File: src/rtl/scanseq_pkg.sv
package scanseq_pkg;
  localparam int FRAC_W = 12;

  typedef enum logic {
    PH_ACTIVE = 1'b0,
    PH_BLANK  = 1'b1
  } phase_e;

  typedef struct packed {
    logic vbl;
    logic wrap;
  } seq_evt_t;
endpackage

File: src/rtl/line_phase_gen.sv
module line_phase_gen
  import scanseq_pkg::*;
#(
  parameter int LINE_STEP = 8791293
) (
  input  logic clk_i,
  input  logic rst_i,
  output logic tick_o
);
  localparam int ACC_W   = $clog2(LINE_STEP + (1 << FRAC_W)) + 1;
  localparam int PER_MAX = (LINE_STEP + (1 << FRAC_W) - 1) >> FRAC_W;
  localparam int CNT_W   = $clog2(PER_MAX + 1);
  localparam int PER_MIN = LINE_STEP >> FRAC_W;

  logic [FRAC_W-1:0] frac_q;
  logic [CNT_W-1:0]  cnt_q;
  logic [ACC_W-1:0]  sum_w;
  logic [ACC_W-1:0]  per_w;
  logic [ACC_W-1:0]  first_w;

  always_comb begin
    sum_w   = ACC_W'(frac_q) + ACC_W'(LINE_STEP);
    per_w   = sum_w >> FRAC_W;
    first_w = ACC_W'(LINE_STEP);
  end

  assign tick_o = (cnt_q == '0);

  always_ff @(posedge clk_i) begin
    if (rst_i) begin
      frac_q <= first_w[FRAC_W-1:0];
      cnt_q  <= CNT_W'(PER_MIN - 1);
    end else if (tick_o) begin
      frac_q <= sum_w[FRAC_W-1:0];
      cnt_q  <= CNT_W'(per_w - ACC_W'(1));
    end else begin
      cnt_q  <= cnt_q - CNT_W'(1);
    end
  end

  AST_COUNTDOWN: assert property (@(posedge clk_i) disable iff (rst_i)
    (cnt_q != '0) |=> (cnt_q == $past(cnt_q) - CNT_W'(1)));
  AST_RELOAD_MIN: assert property (@(posedge clk_i) disable iff (rst_i)
    tick_o |=> (32'(cnt_q) >= PER_MIN - 1));
endmodule

File: src/rtl/line_sequencer.sv
module line_sequencer
  import scanseq_pkg::*;
#(
  parameter int LINES_60 = 263,
  parameter int LINES_50 = 313,
  parameter int VBL_LINE = 240,
  parameter int LINE_W   = 9
) (
  input  logic              clk_i,
  input  logic              rst_i,
  input  logic              tick_i,
  input  logic              std_sel_i,
  output seq_evt_t          evt_o,
  output logic [LINE_W-1:0] line_o,
  output logic              blank_o,
  output logic              blank_start_o,
  output logic              blank_end_o
);
  phase_e            phase_q;
  logic [LINE_W-1:0] line_q;
  logic [LINE_W-1:0] line_inc;
  logic [LINE_W-1:0] blank_lines;
  logic              std_q;
  logic              bs_q;
  logic              be_q;
  logic              seen_q;

  always_comb begin
    line_inc    = line_q + LINE_W'(1);
    blank_lines = std_q ? LINE_W'(LINES_50 - VBL_LINE) : LINE_W'(LINES_60 - VBL_LINE);
    evt_o.vbl   = tick_i && (phase_q == PH_ACTIVE) && (line_inc == LINE_W'(VBL_LINE));
    evt_o.wrap  = tick_i && (phase_q == PH_BLANK) && (line_inc == blank_lines);
  end

  always_ff @(posedge clk_i) begin
    if (rst_i) begin
      phase_q <= PH_ACTIVE;
      line_q  <= '0;
      std_q   <= std_sel_i;
      bs_q    <= 1'b0;
      be_q    <= 1'b0;
      seen_q  <= 1'b0;
    end else begin
      seen_q <= 1'b1;
      bs_q   <= evt_o.vbl;
      be_q   <= evt_o.wrap;
      if (evt_o.vbl) begin
        phase_q <= PH_BLANK;
        line_q  <= '0;
      end else if (evt_o.wrap) begin
        phase_q <= PH_ACTIVE;
        line_q  <= '0;
        std_q   <= std_sel_i;
      end else if (tick_i) begin
        line_q  <= line_inc;
      end
    end
  end

  assign line_o        = line_q;
  assign blank_o       = (phase_q == PH_BLANK);
  assign blank_start_o = bs_q;
  assign blank_end_o   = be_q;

  AST_VBL_PULSE: assert property (@(posedge clk_i) disable iff (rst_i)
    (seen_q && $rose(blank_o)) |-> bs_q);
  AST_ACTIVE_BOUND: assert property (@(posedge clk_i) disable iff (rst_i)
    (phase_q == PH_ACTIVE) |-> (32'(line_q) < VBL_LINE));
  AST_STD_HOLD: assert property (@(posedge clk_i) disable iff (rst_i)
    (seen_q && !be_q) |-> $stable(std_q));
  AST_END_PHASE: assert property (@(posedge clk_i) disable iff (rst_i)
    be_q |-> (phase_q == PH_ACTIVE && line_q == '0));
endmodule

File: src/rtl/frame_status.sv
module frame_status
  import scanseq_pkg::*;
#(
  parameter int FRAME_W = 16
) (
  input  logic               clk_i,
  input  logic               rst_i,
  input  logic               tick_i,
  input  seq_evt_t           evt_i,
  input  logic [1:0]         ilace_i,
  output logic [FRAME_W-1:0] frame_o,
  output logic               field_o,
  output logic               lflag_o,
  output logic               irq_o
);
  logic [FRAME_W-1:0] frame_q;
  logic [FRAME_W-1:0] frame_inc;
  logic               field_q;
  logic               lflag_q;
  logic               irq_q;
  logic               seen_q;

  assign frame_inc = frame_q + FRAME_W'(1);

  always_ff @(posedge clk_i) begin
    if (rst_i) begin
      frame_q <= '0;
      field_q <= 1'b0;
      lflag_q <= 1'b0;
      irq_q   <= 1'b0;
      seen_q  <= 1'b0;
    end else begin
      seen_q <= 1'b1;
      irq_q  <= evt_i.vbl;
      if (evt_i.vbl) begin
        frame_q <= frame_inc;
        field_q <= (ilace_i == 2'b11) && frame_inc[0];
        lflag_q <= 1'b0;
      end else if (tick_i) begin
        lflag_q <= ~lflag_q;
      end
    end
  end

  assign frame_o = frame_q;
  assign field_o = field_q;
  assign lflag_o = lflag_q;
  assign irq_o   = irq_q;

  AST_FRAME_STEP: assert property (@(posedge clk_i) disable iff (rst_i)
    irq_q |-> (frame_q == FRAME_W'($past(frame_q) + FRAME_W'(1))));
  AST_LFLAG_CLR: assert property (@(posedge clk_i) disable iff (rst_i)
    irq_q |-> !lflag_q);
  AST_FIELD_HOLD: assert property (@(posedge clk_i) disable iff (rst_i)
    (seen_q && !irq_q) |-> $stable(field_q));
endmodule

File: src/rtl/aux_tick_div.sv
module aux_tick_div #(
  parameter int DIV = 32
) (
  input  logic clk_i,
  input  logic rst_i,
  input  logic tick_i,
  output logic pulse_o
);
  localparam int CW = (DIV > 1) ? $clog2(DIV) : 1;

  logic [CW-1:0] cnt_q;
  logic          last_w;
  logic          pulse_q;

  assign last_w = (cnt_q == CW'(DIV - 1));

  always_ff @(posedge clk_i) begin
    if (rst_i) begin
      cnt_q   <= '0;
      pulse_q <= 1'b0;
    end else begin
      pulse_q <= tick_i && last_w;
      if (tick_i) cnt_q <= last_w ? '0 : cnt_q + CW'(1);
    end
  end

  assign pulse_o = pulse_q;

  AST_AUX_RESTART: assert property (@(posedge clk_i) disable iff (rst_i)
    pulse_q |-> (cnt_q == '0));
endmodule

File: src/rtl/scanline_sequencer.sv
module scanline_sequencer
  import scanseq_pkg::*;
#(
  parameter int LINE_STEP = 8791293,
  parameter int LINES_60  = 263,
  parameter int LINES_50  = 313,
  parameter int VBL_LINE  = 240,
  parameter int AUX_DIV   = 32,
  parameter int FRAME_W   = 16,
  localparam int LINE_W   = $clog2(((LINES_60 > LINES_50) ? LINES_60 : LINES_50) + 1)
) (
  input  logic               clk_i,
  input  logic               rst_i,
  input  logic               std_sel_i,
  input  logic [1:0]         ilace_i,
  output logic               line_tick_o,
  output logic [LINE_W-1:0]  line_cnt_o,
  output logic               in_vblank_o,
  output logic               blank_start_o,
  output logic               blank_end_o,
  output logic               vblank_irq_o,
  output logic [FRAME_W-1:0] frame_cnt_o,
  output logic               field_o,
  output logic               line_flag_o,
  output logic               aux_tick_o
);
  logic     tick_w;
  seq_evt_t evt_w;

  line_phase_gen #(.LINE_STEP(LINE_STEP)) u_phase (
    .clk_i (clk_i),
    .rst_i (rst_i),
    .tick_o(tick_w)
  );

  line_sequencer #(
    .LINES_60(LINES_60),
    .LINES_50(LINES_50),
    .VBL_LINE(VBL_LINE),
    .LINE_W  (LINE_W)
  ) u_seq (
    .clk_i        (clk_i),
    .rst_i        (rst_i),
    .tick_i       (tick_w),
    .std_sel_i    (std_sel_i),
    .evt_o        (evt_w),
    .line_o       (line_cnt_o),
    .blank_o      (in_vblank_o),
    .blank_start_o(blank_start_o),
    .blank_end_o  (blank_end_o)
  );

  frame_status #(.FRAME_W(FRAME_W)) u_status (
    .clk_i  (clk_i),
    .rst_i  (rst_i),
    .tick_i (tick_w),
    .evt_i  (evt_w),
    .ilace_i(ilace_i),
    .frame_o(frame_cnt_o),
    .field_o(field_o),
    .lflag_o(line_flag_o),
    .irq_o  (vblank_irq_o)
  );

  aux_tick_div #(.DIV(AUX_DIV)) u_aux (
    .clk_i  (clk_i),
    .rst_i  (rst_i),
    .tick_i (tick_w),
    .pulse_o(aux_tick_o)
  );

  assign line_tick_o = tick_w;

  AST_IRQ_WITH_START: assert property (@(posedge clk_i) disable iff (rst_i)
    vblank_irq_o == blank_start_o);
endmodule

File: config.mk
export PLATFORM = sky130hd
export DESIGN_NAME = scanline_sequencer
export DESIGN_NICKNAME = d
export VERILOG_FILES = /design/src/rtl/scanseq_pkg.sv /design/src/rtl/line_phase_gen.sv /design/src/rtl/line_sequencer.sv /design/src/rtl/frame_status.sv /design/src/rtl/aux_tick_div.sv /design/src/rtl/scanline_sequencer.sv
export SDC_FILE = /design/constraint.sdc
export NUM_CORES = 1
export LEC_CHECK = 0
export CORE_ASPECT_RATIO = 1.75
export CORE_UTILIZATION = 25
export CTS_CLUSTER_DIAMETER = 40
export DETAILED_ROUTE_END_ITERATION = 12
export DONT_BUFFER_PORTS = 1
export PLACE_DENSITY = 0.39
export SLEW_MARGIN = 20
export SYNTH_ARGS = -nofsm -noshare
export SYNTH_HDL_FRONTEND = slang
export SYNTH_SLANG_ARGS = --single-unit
File: constraint.sdc
create_clock -name clk_i -period 2.4 [get_ports clk_i]
set_input_delay 0.36 -clock clk_i [delete_from_list [all_inputs] [get_ports clk_i]]
set_output_delay 0.36 -clock clk_i [all_outputs]
set_load 0.02 [all_outputs]
==> metrics, run 1 <==
run status finished, final reports clean; cell row count 53; routed wirelength normalized by instance count 15.82 um; number of buffers added on ports 0; fill cell count 1,287; Crit path arrival time 2610 ps; summed negative setup slack over all endpoints 0 ps; effective utilization at floorplan 0.2576; root buffer cell clkbuf_16; Worst Skew 8.740 ps; Bufs and invs on worst path 0; kind of start point of the critical path flip-flop; power per cell area 613.7 nW/um^2; total grt overflow 0; horizontal die dimension 86.07 um; final clock period utilization by the worst path 0.9774; Netlist cell types 52; Seq/Total Area, Yosys 0.3982; highest ir drop seen on vdd 0.3515 mV; final layout net count 396; ys async rst share 0; CTS HTree Levels 3; Sinks on Clock Net 61; half-perimeter wire length after placement 5860 um; EDFF count, synth 1; initial antenna violation count 0; post-synthesis mux area share 0.02752; total CTS buffers 9; DRC violation total after the first TritonRoute iteration 161; number of synthesized register bits 61; mapped cell area 3092 um^2; number of antenna diodes 0; first-pass GRT wire length 14,300 um; highest clock frequency the design can meet 426.3 MHz; Hold Fails Final Rpt 0; synthesized instance count 354; total chip power 2.400 mW; setup ws final 54.27 ps; critical path start-end classification flip-flop to flip-flop; Slowest-stage cell, CP or4b_4; maximum clock insertion buffer count 2; clock input transition at the sequential cells of the worst setup and hold paths 60 ps; total number of yosys warnings 0; share of final-layout standard cells stronger than drive strength 1 0.2165; area of combinational cells with multiple inputs 1827 um^2; vias in the first global route 2,744; relative area change from synthesis to final layout 26.51%; die height 149.1 um; commonest cells after routing, fill and taps aside 54 x dfxtp_1, 38 x buf_4, 24 x nand3_1; dominant combinational cell family by area after synthesis simple AND/OR/NAND/NOR gates; final count of pins violating max slew 0; Placeable Area 12,000 um^2; Setup crit end kind flip-flop; DRC Markers 0; slew at the pin closest to its max-slew limit 535.3 ps; Pleak 1.367 nW; post-synthesis simple-gate area fraction 0.2849; worst slack on hold paths 101.6 ps; required time of the critical path 2670 ps; Clk Latency, worst-skew pair 340 ps; post-cts hold buffer count 0; Final Routed Wirelength 8746 um; per-instance average area after synthesis 8.734 um^2; worst setup timing slack at the placement stage -41.67 ps; largest net degree at the start of global routing 58; RePlAce Congestion 0.8050; max-cap viol count 0; total via count after detailed routing 2,702; most common cell after layout, fill and taps aside dfxtp_1; clock period minus final worst setup slack 2346 ps; detail-routed via count per cell 4.886; die area 12,830 um^2; primary flip-flop cell chosen by synthesis mapping dfxtp_1; CTS tree done; delay of the slowest cell on the worst path 610 ps; Max FO, Critical Path 7; syn_nets 367; Top delay family on crit path simple AND/OR/NAND/NOR gates; critical path cell sequence ha_4 -> nor3b_4 -> o2111ai_4 -> or4b_4 -> or4_1 -> a21oi_1; I/O Pins 38; Slew Limit Headroom 0.6329; type of the worst min-delay path input port to flip-flop; adder-cell share of the synthesized area 0.03238; Setup-failing EPs final 0; iteration count of the initial detailed-routing pass 4; XOR/XNOR Fraction of Synth Area 0.07365; Routed Antenna Nets 0; sequential cell area 1244 um^2; compound-cell area share of the yosys netlist 0.1356; global routing usage summed across all routing layers 0.1471
logic make-up after synthesis:
| family | after synthesis |
|---|---|
| AO/OA/AOI/OAI | 67 |
| buffers and inverters | 31 |
| AND/OR/NAND/NOR | 153 |
| XOR/XNOR | 26 |
| flip-flops | 61 |
| adder cells (fa/ha/maj) | 8 |
| multiplexers | 8 |
repair_timing:
action                                  in CTS  in global routing
buffers inserted                             0                  2
pin swaps                                    0                  3
resized for setup                            6                 12
cloned                                       2                  0
endpoints found under the setup margin      12                 16
path summary, 6_finish.rpt:
| check | start | endpoint | slack, ps | cells past startpoint |
|---|---|---|---|---|
| max | u_seq.line_o[0] | u_status.frame_o[8] | 50 | 6 |
| min | rst_i | u_status.frame_o[7] | 100 | 1 |
| max reg2reg | u_seq.line_o[0] | u_status.frame_o[8] | 50 | 6 |
| min reg2reg | u_aux.cnt_q[4] | u_aux.cnt_q[4] | 460 | 2 |
flip-flops by register name (all words and copies together) (netlist names):
| register | flops |
|---|---|
| u_aux.cnt_q | 5 |
| u_aux.pulse_o | 1 |
| u_phase.cnt_q | 12 |
| u_phase.frac_q | 12 |
| u_seq.blank_end_o | 1 |
| u_seq.blank_o | 1 |
| u_seq.blank_start_o | 1 |
| u_seq.line_o | 9 |
| u_seq.std_q | 1 |
| u_status.field_o | 1 |
| u_status.frame_o | 16 |
| u_status.lflag_o | 1 |
layout make-up:
cell class | count | area share
Clock buffer | 9 | 0.05758
Clock inverter | 7 | 0.01887
Inverter | 8 | 0.007678
Multi-Input combinational cell | 264 | 0.4671
Sequential cell | 61 | 0.3180
Tap cell | 165 | 0.05278
Timing Repair Buffer | 39 | 0.07806
report_power, final:
group,switching (mW),internal [mW],total (mW)
combinational,0.0240,0.0217,0.0457
sequential,0.0152,1.03,1.04
clock,0.505,0.807,1.31
through the flow:
| stage | utilization | cells | area (um^2) |
|---|---|---|---|
| 3_3_place_gp | 0.2902 | 533 | 3483 |
| 3_5_place_dp | 0.2902 | 533 | 3483 |
| 2_1_floorplan | - | 354 | 3105 |
| 4_1_cts | 0.3188 | 551 | 3826 |
| 6_report | 0.3259 | 553 | 3911 |
| 5_1_grt | 0.3259 | 553 | 3911 |
per-layer routing:
layer	track usage	wire length [um]	vias up
met5	0	0	-
met4	0.07583	319	0
met3	0.03763	264	23
met2	0.2718	4769	49
met1	0.1486	3393	1273
li1	-	-	1357
synthesized netlist by cell type, types with 5 or more instances:
cell type,count,share of area
dfxtp_1,60,0.39
nand3_1,25,0.040
a21oi_1,22,0.036
nor2_1,21,0.025
nand2_1,20,0.024
xnor2_1,17,0.048
nor3_1,14,0.023
o31ai_1,12,0.029
clkbuf_1,11,0.013
o21ai_0,11,0.018
and3_1,10,0.020
or4_1,10,0.024
nand2b_1,9,0.018
xor2_1,9,0.025
a211oi_1,8,0.019
ha_1,8,0.032
inv_1,7,0.0085
buf_2,6,0.0097
nor2b_1,6,0.012
or3_1,6,0.012
nor4b_1,5,0.014
Power figures use the tool's default switching activity.
==> run 2: changes to the inputs <==
--- a/config.mk
+++ b/config.mk
@@ -5,6 +5,7 @@
 export SDC_FILE = /design/constraint.sdc
 export NUM_CORES = 1
 export LEC_CHECK = 0
+export ABC_AREA = 1
 export CORE_ASPECT_RATIO = 1.75
 export CORE_UTILIZATION = 25
 export CTS_CLUSTER_DIAMETER = 40
==> run 2 against run 1 <==
Net effect: cell count increased by 24%; clock-buffer cell count is 1 higher; critical path depth increased by 1; flip-flop and latch count is the same.
==> metrics, run 2 <==
final count of pins violating max slew 0; RSZ-0062 raised after global routing false; EDFF count, synth 1; Seq/Total Area, Yosys 0.3684; CTS HTree Levels 3; most common cell after layout, fill and taps aside nand2_1; Clk Latency, worst-skew pair 330 ps; max-cap viol count 0; Worst Skew 6.160 ps; total via count after detailed routing 3,065; relative area change from synthesis to final layout 15.76%; Sinks on Clock Net 61; CTS tree done; total number of yosys warnings 0; Post-Layout Cell Count 686; required time of the critical path 2040 ps; highest clock frequency the design can meet 465.3 MHz; kind of start point of the critical path flip-flop; Routed Antenna Nets 0; effective utilization at floorplan 0.2570; largest net degree at the start of global routing 28; syn_nets 513; critical path start-end classification flip-flop to output port; Hold Fails Final Rpt 0; initial antenna violation count 0; first-pass GRT wire length 14,500 um; highest ir drop seen on vdd 0.3010 mV; post-cts hold buffer count 0; part of the total power dissipated in sequential elements 0.436; DRC violation total after the first TritonRoute iteration 112; area share of the leading cell type in the synthesized netlist 0.3594; per-instance average area after synthesis 6.684 um^2; Setup-failing EPs final 0; ys async rst share 0; clock input transition at the sequential cells of the worst setup and hold paths 60 ps; worst slack on hold paths 93.29 ps; top-count cell post-synth nand2_1; slew at the pin closest to its max-slew limit 464.8 ps; type of the worst min-delay path input port to flip-flop; Switching Power 561.6 uW; synthesized instance count 500; number of antenna diodes 0; Pleak 1.653 nW; Placeable Area 13,010 um^2; horizontal die dimension 89.40 um; power per cell area 616.5 nW/um^2; detail-routed via count per cell 4.468; cell row count 55; RePlAce Congestion 0.7621; Slew Limit Headroom 0.6897; internal power component 1.823 mW; Netlist cell types 36; count of placed standard cells including taps 670; DRC Markers 0; commonest cells after routing, fill and taps aside 110 x nand2_1, 84 x inv_1, 72 x nor2_1; final clock period utilization by the worst path 0.8956; number of synthesized register bits 61; run status finished, final reports clean; root buffer cell clkbuf_16; summed negative setup slack over all endpoints 0 ps; iteration count of the initial detailed-routing pass 4; mapped cell area 3342 um^2; number of buffers inserted by post-CTS setup repair 0; share of final-layout standard cells stronger than drive strength 1 0.09709; Area contributors post-synth dfxtp_1 36%, nand2_1 12%, inv_1 9.4%; post-cts sizing count 0; cell accounting for the most synthesized area dfxtp_1; Gate power share 0.031; total CTS buffers 9; final layout net count 523; vias in the first global route 2,989; global routing usage summed across all routing layers 0.1405; switching part of the total 0.2355; Crit path arrival time 1790 ps; total grt overflow 0; half-perimeter wire length after placement 6976 um; Max FO, Critical Path 6; top cells by count, synth 110 x nand2_1, 84 x inv_1, 72 x nor2_1; primary flip-flop cell chosen by synthesis mapping dfxtp_1; I/O Pins 38; flip-flop count of the largest register after layout 16; number of buffers added on ports 0; Clock Power Share 0.532; clock period minus final worst setup slack 2149 ps; routed wirelength normalized by instance count 13.07 um; maximum clock insertion buffer count 2; die area 13,850 um^2; Setup crit end kind output port; Final Routed Wirelength 8965 um; die height 155.0 um
[run 2: changes by cell type after synthesis, moves of 9 or more]
cell	previous run	this run
nand3_1	25	36
or4_1	10	0
nand2_1	20	110
nand4_1	4	34
xnor2_1	17	3
and3_1	10	0
a21oi_1	22	10
inv_1	7	84
o31ai_1	12	0
nor2_1	21	72
nand2b_1	9	0
[run 2: power by group through the flow]
stage	clock network (mW)	registers, mW	logic, mW
2_1_floorplan	0	1.06	0.0605
3_3_place_gp	0	1.06	0.0760
3_5_place_dp	0	1.06	0.0761
4_1_cts	1.31	1.04	0.0767
5_1_grt	1.36	1.04	0.0873
6_report	1.27	1.04	0.0747
[run 2: layout make-up]
class                           instances  area [um^2]
Multi-Input combinational cell        339         1707
Clock inverter                          6        45.04
Clock buffer                           10        250.2
Timing Repair Buffer                   10        87.58
Fill cell                            1441         9138
Sequential cell                        61         1231
Inverter                               89        334.1
Tap cell                              171        214.0
[run 2: through the flow]
| step | total power [mW] | setup slack, ps | cell area [um^2] | util |
|---|---|---|---|---|
| after floorplan | 1.122 | 435.8 | 3342 | - |
| after global placement | 1.139 | 296.5 | 3573 | 0.2747 |
| after detailed placement | 1.139 | 289.8 | 3573 | 0.2747 |
| after CTS | 2.431 | 150.0 | 3869 | 0.2975 |
| after global routing | 2.485 | 77.14 | 3869 | 0.2975 |
| final | 2.385 | 250.7 | 3869 | 0.2975 |
[run 2: logic make-up (layout without fill, tap and decap cells)]
| kind of cell | count (synthesis) | in the layout | share of synthesized area |
|---|---|---|---|
| fa+ha+maj | 8 | 8 | 0.02995 |
| mux | 1 | 1 | 0.002995 |
| buf+inv | 100 | 115 | 0.1209 |
| compound gates | 36 | 36 | 0.06028 |
| simple gates | 284 | 284 | 0.3912 |
| xor+xnor | 10 | 10 | 0.02621 |
| flops | 61 | 61 | 0.3684 |
[run 2: routing by layer]
metal / track usage / share of wire / up-vias
li1: - / - / 1612
met1: 0.1404 / 0.39 / 1387
met2: 0.2566 / 0.54 / 51
met3: 0.04403 / 0.050 / 15
met4: 0.06349 / 0.023 / 0
met5: 0 / 0 / -
[run 2: path summary, 6_finish.rpt]
check | startpoint | to | slack [ps] | depth (start not counted)
worst max-delay path | u_phase.cnt_q[0] | line_tick_o | 250 | 7
worst min-delay path | rst_i | u_phase.frac_q[8] | 90 | 1
worst max register to register | u_phase.cnt_q[0] | u_phase.cnt_q[11] | 340 | 10
worst min register to register | u_phase.frac_q[1] | u_phase.frac_q[1] | 470 | 2
[run 2: critical path, stage by stage, from the launching register on]
cell and delay (ps):
dfxtp_1 290, inv_1 110, ha_1 220, nand3_1 90
nor2_1 100, nand2_1 190, inv_1 260, buf_4 190
==> run 3: changes to the inputs <==
--- a/config.mk
+++ b/config.mk
@@ -11,7 +11,6 @@
 export CTS_CLUSTER_DIAMETER = 40
 export DETAILED_ROUTE_END_ITERATION = 12
 export DONT_BUFFER_PORTS = 1
-export PLACE_DENSITY = 0.39
 export SLEW_MARGIN = 20
 export SYNTH_ARGS = -nofsm -noshare
 export SYNTH_HDL_FRONTEND = slang
==> run 3 against run 2 <==
Net effect: non-clock buffer count unchanged; via count shrank 0.20%; clock power rose by 9%.
==> metrics, run 3 (same netlist as run 2, synthesis figures left out) <==
effective utilization at floorplan 0.2570; RePlAce Congestion 0.8388; maximum clock insertion buffer count 2; r2r startpoint u_seq.line_o[3]; I/O Pins 38; Hold Fails Final Rpt 0; final layout net count 523; Worst Skew 5.586 ps; run status finished, final reports clean; die height 155.0 um; critical hold path startpoint rst_i; final clock period utilization by the worst path 0.8571; detail-routed via count per cell 4.459; total via count after detailed routing 3,059; Pleak 1.655 nW; most common cell after layout, fill and taps aside nand2_1; required time of the critical path 2040 ps; total grt overflow 0; first-pass GRT wire length 14,000 um; horizontal die dimension 89.40 um; Crit path arrival time 1700 ps; routed wirelength normalized by instance count 12.18 um; power per cell area 645.4 nW/um^2; global routing usage summed across all routing layers 0.1336; die area 13,850 um^2; RSZ-0062 raised after global routing false; cell row count 55; number of antenna diodes 0; critical path start-end classification flip-flop to output port; slew at the pin closest to its max-slew limit 469.3 ps; Max FO, Critical Path 6; Setup crit end kind output port; largest net degree at the start of global routing 16; Setup-failing EPs final 0; delay of the slowest cell on the worst path 290 ps; number of buffers inserted by post-CTS setup repair 0; commonest cells after routing, fill and taps aside 110 x nand2_1, 84 x inv_1, 72 x nor2_1; half-perimeter wire length after placement 6484 um; relative area change from synthesis to final layout 15.99%; Bufs and invs on worst path 3; utilization of the core after routing 0.2980; Final Routed Wirelength 8356 um; root buffer cell clkbuf_16; Slowest-stage cell, CP dfxtp_1; source of the critical timing path u_phase.cnt_q[0]; iteration count of the initial detailed-routing pass 4; final count of pins violating max slew 0; DRC violation total after the first TritonRoute iteration 127; initial antenna violation count 0; highest clock frequency the design can meet 486.1 MHz; vias in the first global route 2,950; clock input transition at the sequential cells of the worst setup and hold paths 50 ps; Slew Limit Headroom 0.6868; post-cts sizing count 0; post-cts hold buffer count 0; highest ir drop seen on vdd 0.2898 mV; Top delay family on crit path buffers and inverters; type of the worst min-delay path input port to flip-flop; Sinks on Clock Net 61; flip-flop count of the largest register after layout 16; share of final-layout standard cells stronger than drive strength 1 0.09709; summed negative setup slack over all endpoints 0 ps; total chip power 2.502 mW; most frequent cell on the critical path inv_1; kind of start point of the critical path flip-flop; DRC Markers 0; max-cap viol count 0; CTS HTree Levels 3; CTS tree done; Routed Antenna Nets 0; Clk Latency, worst-skew pair 340 ps; Placeable Area 13,010 um^2; critical path cell sequence inv_1 -> ha_1 -> nand3_1 -> nor2_1 -> nand2_1 -> inv_1 -> buf_4; number of buffers added on ports 0; clock period minus final worst setup slack 2057 ps; total CTS buffers 9
## run 3: final cells by class
cell class	count	area, um^2
Fill cell	1432	9130
Multi-Input combinational cell	339	1707
Sequential cell	61	1231
Inverter	89	334.1
Clock buffer	9	225.2
Tap cell	171	214.0
Clock inverter	7	90.09
Timing Repair Buffer	10	75.07
## run 3: worst paths after layout
path	endpoint	slack (ps)	cells past startpoint
worst max register to register	u_seq.std_q	360	10
worst max-delay path	line_tick_o	340	7
worst min register to register	u_phase.frac_q[1]	470	2
worst min-delay path	u_phase.frac_q[11]	100	1
## run 3: worst register-to-register path, delay by kind of cell (launching register included)
family                 cells  cell delay [ps]
and+or+nand+nor            9             1060
DFF                        1              600
buffers and inverters      1               90
## run 3: routing by layer
metal  vias up  global-route usage  wire length [um]
li1       1609                   -                 -
met1      1390              0.1326              3119
met2        45              0.2472              4625
met3        15             0.03873               417
met4         0             0.06047               193
met5         -                   0                 0
## run 3: stage by stage
stage | hold slack, ps | cell area (um^2) | cells | setup slack (ps)
4_1_cts | 88.42 | 3876 | 686 | 292.3
5_1_grt | 89.28 | 3876 | 686 | 112.7
6_report | 95.38 | 3876 | 686 | 342.9
2_1_floorplan | 436.1 | 3342 | 500 | 435.8
3_5_place_dp | 439.2 | 3561 | 670 | 345.4
3_3_place_gp | 435.9 | 3561 | 670 | 341.6
## run 3: power by group
| group | switching [mW] | total [mW] | internal (mW) |
|---|---|---|---|
| registers | 0.0108 | 1.04 | 1.03 |
| logic | 0.0474 | 0.0742 | 0.0268 |
| clock network | 0.484 | 1.39 | 0.902 |
